File: config.mk
export PLATFORM = sky130hd
export DESIGN_NAME = wdog_supervisor
export DESIGN_NICKNAME = d
export VERILOG_FILES = /design/src/rtl/sup_pkg.sv /design/src/rtl/sup_edge_sync.sv /design/src/rtl/sup_window_sel.sv /design/src/rtl/sup_tick_counter.sv /design/src/rtl/wdog_supervisor.sv
export SDC_FILE = /design/constraint.sdc
export NUM_CORES = 1
export LEC_CHECK = 0
export BUFFER_PORTS_ARGS = -buffer_cell sky130_fd_sc_hd__buf_2
export CAP_MARGIN = 20
export CORE_UTILIZATION = 50
export CTS_CLUSTER_DIAMETER = 80
export CTS_CLUSTER_SIZE = 12
export DETAILED_ROUTE_END_ITERATION = 12
export PLACE_DENSITY_LB_ADDON = 0.25
export RECOVER_POWER = 50
export SLEW_MARGIN = 20
export SYNTH_ARGS = -nofsm -noshare
export SYNTH_HDL_FRONTEND = slang
export SYNTH_SLANG_ARGS = --single-unit
File: constraint.sdc
create_clock -name clk -period 7.9 [get_ports clk]
set_clock_uncertainty 0.15 [all_clocks]
set_input_delay 1.58 -clock clk [delete_from_list [all_inputs] [get_ports clk]]
set_output_delay 1.58 -clock clk [all_outputs]
set_load 0.02 [all_outputs]
File: src/rtl/sup_pkg.sv
package sup_pkg;

    typedef enum logic [2:0] {
        ST_LOW,
        ST_PULSE,
        ST_ARM,
        ST_RUN,
        ST_OFF
    } sup_state_t;

    typedef enum logic [1:0] {
        WIN_RESET,
        WIN_FIRST,
        WIN_NORMAL
    } win_t;

    function automatic int unsigned max2(input int unsigned a, input int unsigned b);
        return (a > b) ? a : b;
    endfunction

endpackage

File: src/rtl/sup_edge_sync.sv
module sup_edge_sync #(
    parameter int unsigned STAGES = 2
) (
    input  logic clk,
    input  logic rst_n,
    input  logic din,
    output logic edge_o
);
    // sh[0..STAGES-1] synchronize; sh[STAGES] holds the previous synced value
    logic [STAGES:0] sh;

    always_ff @(posedge clk or negedge rst_n) begin
        if (!rst_n) sh <= '0;
        else        sh <= {sh[STAGES-1:0], din};
    end

    assign edge_o = sh[STAGES] ^ sh[STAGES-1];
endmodule

File: src/rtl/sup_window_sel.sv
module sup_window_sel
    import sup_pkg::*;
#(
    parameter int unsigned CW              = 13,
    parameter int unsigned EXT_RST_TICKS   = 2048,
    parameter int unsigned EXT_FIRST_TICKS = 4096,
    parameter int unsigned EXT_NORM_TICKS  = 1024,
    parameter int unsigned INT_RST_TICKS   = 200,
    parameter int unsigned INT_SHORT_TICKS = 100,
    parameter int unsigned INT_LONG_TICKS  = 1600
) (
    input  win_t          win,
    input  logic          sel_ext,
    input  logic          sel_short,
    output logic [CW-1:0] limit
);
    always_comb begin
        unique case (win)
            WIN_RESET:  limit = sel_ext ? CW'(EXT_RST_TICKS)   : CW'(INT_RST_TICKS);
            WIN_FIRST:  limit = sel_ext ? CW'(EXT_FIRST_TICKS) : CW'(INT_LONG_TICKS);
            WIN_NORMAL: limit = sel_ext ? CW'(EXT_NORM_TICKS)
                              : (sel_short ? CW'(INT_SHORT_TICKS) : CW'(INT_LONG_TICKS));
            default:    limit = CW'(INT_LONG_TICKS);
        endcase
    end
endmodule

File: src/rtl/sup_tick_counter.sv
module sup_tick_counter #(
    parameter int unsigned CW = 13
) (
    input  logic          clk,
    input  logic          rst_n,
    input  logic          clr,
    input  logic          tick,
    input  logic [CW-1:0] limit,
    output logic          hit
);
    logic [CW-1:0] cnt;

    always_ff @(posedge clk or negedge rst_n) begin
        if (!rst_n)    cnt <= '0;
        else if (clr)  cnt <= '0;
        else if (tick) cnt <= cnt + CW'(1);
    end

    assign hit = tick && (cnt == limit - CW'(1));

    // restart requested by the controller (edge, state change) empties the count
    assert_clear_R5: assert property (@(posedge clk) disable iff (!rst_n)
        clr |=> (cnt == '0));

    // without a tick the count does not move
    assert_tick_only_R10: assert property (@(posedge clk) disable iff (!rst_n)
        (!clr && !tick) |=> $stable(cnt));
endmodule

File: src/rtl/wdog_supervisor.sv
module wdog_supervisor
    import sup_pkg::*;
#(
    parameter int unsigned EXT_RST_TICKS   = 2048,
    parameter int unsigned EXT_FIRST_TICKS = 4096,
    parameter int unsigned EXT_NORM_TICKS  = 1024,
    parameter int unsigned INT_RST_TICKS   = 200,
    parameter int unsigned INT_SHORT_TICKS = 100,
    parameter int unsigned INT_LONG_TICKS  = 1600,
    parameter int unsigned SYNC_STAGES     = 2
) (
    input  logic clk,
    input  logic rst_n,
    input  logic tick,
    input  logic supply_low,
    input  logic wd_in,
    input  logic wd_float,
    input  logic sel_ext,
    input  logic sel_short,
    output logic rst_out_n,
    output logic rst_out,
    output logic wd_ok
);
    localparam int unsigned MAXV = max2(max2(max2(EXT_RST_TICKS, EXT_FIRST_TICKS),
                                             max2(EXT_NORM_TICKS, INT_RST_TICKS)),
                                        max2(INT_SHORT_TICKS, INT_LONG_TICKS));
    localparam int unsigned CW = $clog2(MAXV + 1);

    sup_state_t    state, nxt;
    win_t          win;
    logic [CW-1:0] limit;
    logic          hit, raw_edge, edge_acc, timeout, clr;

    sup_edge_sync #(.STAGES(SYNC_STAGES)) u_sync (
        .clk(clk), .rst_n(rst_n), .din(wd_in), .edge_o(raw_edge)
    );

    sup_window_sel #(
        .CW(CW),
        .EXT_RST_TICKS(EXT_RST_TICKS), .EXT_FIRST_TICKS(EXT_FIRST_TICKS),
        .EXT_NORM_TICKS(EXT_NORM_TICKS), .INT_RST_TICKS(INT_RST_TICKS),
        .INT_SHORT_TICKS(INT_SHORT_TICKS), .INT_LONG_TICKS(INT_LONG_TICKS)
    ) u_win (
        .win(win), .sel_ext(sel_ext), .sel_short(sel_short), .limit(limit)
    );

    sup_tick_counter #(.CW(CW)) u_cnt (
        .clk(clk), .rst_n(rst_n), .clr(clr), .tick(tick), .limit(limit), .hit(hit)
    );

    // next-state and control decode
    always_comb begin
        nxt      = state;
        edge_acc = 1'b0;
        timeout  = 1'b0;
        win      = WIN_FIRST;
        unique case (state)
            ST_LOW:   nxt = ST_PULSE;
            ST_PULSE: begin
                win = WIN_RESET;
                if (hit) nxt = ST_ARM;
            end
            ST_ARM, ST_RUN: begin
                win = (state == ST_RUN) ? WIN_NORMAL : WIN_FIRST;
                if (wd_float) begin
                    nxt = ST_OFF;
                end else if (raw_edge) begin
                    edge_acc = 1'b1;
                    nxt      = ST_RUN;
                end else if (hit) begin
                    timeout = 1'b1;
                    nxt     = ST_PULSE;
                end
            end
            ST_OFF:   if (!wd_float) nxt = ST_ARM;
            default:  nxt = ST_LOW;
        endcase
        if (supply_low) begin
            nxt      = ST_LOW;
            edge_acc = 1'b0;
            timeout  = 1'b0;
        end
        clr = (nxt != state) || edge_acc || (state == ST_LOW) || (state == ST_OFF);
    end

    // state register
    always_ff @(posedge clk or negedge rst_n) begin
        if (!rst_n) state <= ST_LOW;
        else        state <= nxt;
    end

    // status flag register
    always_ff @(posedge clk or negedge rst_n) begin
        if (!rst_n)                      wd_ok <= 1'b1;
        else if (supply_low || wd_float) wd_ok <= 1'b1;
        else if (timeout)                wd_ok <= 1'b0;
        else if (edge_acc)               wd_ok <= 1'b1;
    end

    // reset outputs decoded from state
    always_comb begin
        rst_out_n = !((state == ST_LOW) || (state == ST_PULSE));
        rst_out   = (state == ST_LOW) || (state == ST_PULSE);
    end

    assert_low_holds_R1: assert property (@(posedge clk) disable iff (!rst_n)
        supply_low |=> (!rst_out_n && rst_out && wd_ok));

    assert_release_on_tick_R2: assert property (@(posedge clk) disable iff (!rst_n)
        $rose(rst_out_n) |-> $past(tick));

    assert_ok_fall_with_reset_R6: assert property (@(posedge clk) disable iff (!rst_n)
        $fell(wd_ok) |-> $fell(rst_out_n));

    assert_float_quiet_R8: assert property (@(posedge clk) disable iff (!rst_n)
        (wd_float && !supply_low && rst_out_n) |=> (rst_out_n && wd_ok));

    assert_edge_in_reset_R9: assert property (@(posedge clk) disable iff (!rst_n)
        (state == ST_PULSE && !wd_ok && !supply_low && !wd_float) |=> !wd_ok);
endmodule

==> impl_metrics.csv <==
group,metric,value,unit
setup_path,r2r_cells,10,
floorplanning,die_x,57.3,um
global_route,grt_usage,0.206,
detailed_routing,ant_nets,0,
timing,timing.final.crit_share,0.574,
timing,maxSlewHeadroom,0.294,
synthesis,ys.flop_type,"dfrtp_1",
setup_path,path_max_fanout,16,
final_layout,antennaDiodeCount,0,
final_layout,drive_above_1_share,0.190,
power,powerDensity,118,mW/mm^2
synthesis,synth_nets,171,
placed_design,dp_cells,190,
detailed_routing,drtIter0Drc,57,
final_layout,area_growth,2.78,%
timing,fin_crit,4.54,ns
cts,clock_latency,0.30,ns
setup_path,r2r_start,"state[1]",
timing,setup_viol,0,
synthesis,yosys.area.top_type,"dfrtp_1",
synthesis,postSynthCellCount,160,
cts,hold_buffers,0,
cts,clkSlewWorstSetupHoldPaths,0.12,ns
synthesis,yosysWarnings,0,
floorplanning,rows,19,
cts,cts.path.max_buffers,2,
setup_path,r2r_setup_slack,4.09,ns
timing,max_slew.worst_pin.slew,1.06,ns
global_route,antenna_found_initial,0,
global_route,grt_max_degree,21,
final_layout,fin_util,0.556,
synthesis,async_flop_share,1.00,
final_layout,fin_cells,194,
setup_path,crit_end,"u_cnt.cnt[11]",
synthesis,syn_area,0.00153,sq mm
setup_path,crit_path_end_kind,"flop",
setup_path,crit_required,7.88,ns
setup_path,crit_path_start,"sel_ext",
floorplanning,die_h,57.3,um
global_route,grt_first_pass_wirelength,5.22,mm
final_layout,nets,175,
floorplanning,io_pins,11,
detailed_routing,num_vias,1177,
job,drv_cap,0,
timing,whs,0.217,ns
placed_design,place_ws,3.02,ns
cts,post-cts-setup-buffers,0,
power,p_leak,0.606,nW
synthesis,synthTopCellsByArea,"dfrtp_1 (31%), nor4_2 (7.4%), xor2_1 (5.7%)",
cts,cts_tree,"done",
synthesis,synth_commonest_cells,"dfrtp_1 (19), nor2_1 (14), nand2_1 (12)",
cts,numCtsBuffers,3,
synthesis,synth_edf_count,0,
detailed_routing,route.detailed.drc,2,
setup_path,r2r-end,"u_cnt.cnt[11]",
timing,slew_viol_final,0,
worst_hold_path,min_path_type,"reg -> reg",
detailed_routing,wl_per_cell,14.9,um
floorplanning,core_area,0.00283,sq mm
synthesis,yosysUniqueCellTypes,52,
final_layout,fill_cells,250,
placed_design,hpwl,2.14,mm
synthesis,ys_ff_latch,20,
power,vdd_drop_max,0.000132,V
status,status,"finished, violations left",
synthesis,yosysSeqAreaShare,0.328,
setup_path,worstSetupPathType,"in -> reg",
floorplanning,start_util,0.540,
timing,hold_viol,0,
setup_path,worstSetupStartpointType,"input port",
timing,max_freq,220,MHz
synthesis,syn_area_per_cell,9.56,sq um
detailed_routing,routed_via_density,6.07,
cts,clock-sinks,20,
timing,setup_tns,0,ns
synthesis,yosysMostFrequentCell,"dfrtp_1",
detailed_routing,firstDrtPassIters,8,
global_route,grt-ovfl-total,0,
setup_path,worstPathArrival,4.52,ns
status,violations,"DRC",
cts,ctsResizeCount,0,
synthesis,synth_top_area_frac,0.311,
placed_design,portBuffers,10,
timing,rsz0062_at_grt,"false",
global_route,grt_pass1_vias,1183,
cts,root_buffer,"clkbuf_4",
floorplanning,die_area,0.00328,sq mm
placed_design,gp_congestion,0.906,
detailed_routing,wl,2.89,mm
timing,worst_slack,3.36,ns
cts,cts_max_level,1,
cell usage in the layout, fill, tap and decap left out, types with 3 or more instances in the layout:
| master | synthesis | layout |
|---|---|---|
| dfrtp_1 | 19 | 19 |
| nor2_1 | 14 | 14 |
| nand2_1 | 12 | 12 |
| xor2_1 | 10 | 10 |
| nor4_2 | 9 | 9 |
| buf_2 | 2 | 9 |
| inv_1 | 7 | 7 |
| xnor2_1 | 7 | 7 |
| nor2b_1 | 5 | 5 |
| nand4_1 | 5 | 5 |
| nand2b_1 | 4 | 4 |
| o21a_1 | 3 | 3 |
| o211ai_1 | 3 | 3 |
| o21ai_0 | 3 | 3 |
| a21oi_1 | 3 | 3 |
| nor4_1 | 3 | 3 |
| ha_1 | 3 | 3 |
| clkbuf_4 | 0 | 3 |
sequential cells by signal, indices dropped and copies added, names as in the netlist:
signal	count
u_cnt.cnt	13
state	3
u_sync.sh	3
wd_ok	1
how the worst min path moves through the flow:
| stage | start | end | cells after the start |
|---|---|---|---|
| 6_report | u_sync.sh[0] | u_sync.sh[1] | 0 |
| 5_1_grt | u_sync.sh[0] | u_sync.sh[1] | 0 |
| 4_1_cts | u_sync.sh[0] | u_sync.sh[1] | 0 |
| 3_5_place_dp | u_sync.sh[0] | u_sync.sh[1] | 0 |
| 3_3_place_gp | u_sync.sh[0] | u_sync.sh[1] | 0 |
| 2_1_floorplan | u_sync.sh[0] | u_sync.sh[1] | 0 |
power by group:
| part | total (mW) | internal, mW | switching (mW) |
|---|---|---|---|
| sequential | 0.105 | 0.104 | 0.00166 |
| combinational | 0.0209 | 0.00795 | 0.0130 |
| clock | 0.0591 | 0.0281 | 0.0310 |
cells by family after synthesis:
family	after synthesis	synth area share
and+or+nand+nor	69	0.302
adders and majority gates	3	0.0246
muxes	1	0.00655
AOI/OAI and AO/OA	31	0.160
xor gates and xnor gates	18	0.108
buffers and inverters	18	0.0704
DFF	20	0.328
worst max-delay path, stage by stage:
cell and delay (ns):
buf_2 0.18, nor2b_1 0.23, and3_1 0.24, inv_1 0.07, ha_1 0.31, nand2b_1 0.21, a211o_1 0.31, o211a_4 0.26
a21boi_1 0.14, a211oi_2 0.82, nor4_1 0.17
per-layer routing:
layer	share of wire	GRT usage
met1	0.51	0.297
met2	0.46	0.316
met3	0.024	0.0317
met4	0.0093	0.0697
met5	0	0
metrics by stage:
stage	power, mW	area (sq um)
after floorplan	0.123	1530
after global placement	0.128	1540
after detailed placement	0.129	1540
after CTS	0.188	1570
after global routing	0.196	1570
final	0.185	1570
area by class of cell:
cell class | count | area, sq um | area share
Sequential cell | 20 | 502 | 0.319
Timing Repair Buffer | 10 | 48.8 | 0.0311
Clock buffer | 4 | 36.3 | 0.0231
Tap cell | 31 | 38.8 | 0.0247
Inverter | 7 | 26.3 | 0.0167
Multi-Input combinational cell | 122 | 920 | 0.585
No activity file was read; power rests on OpenSTA's default activity.
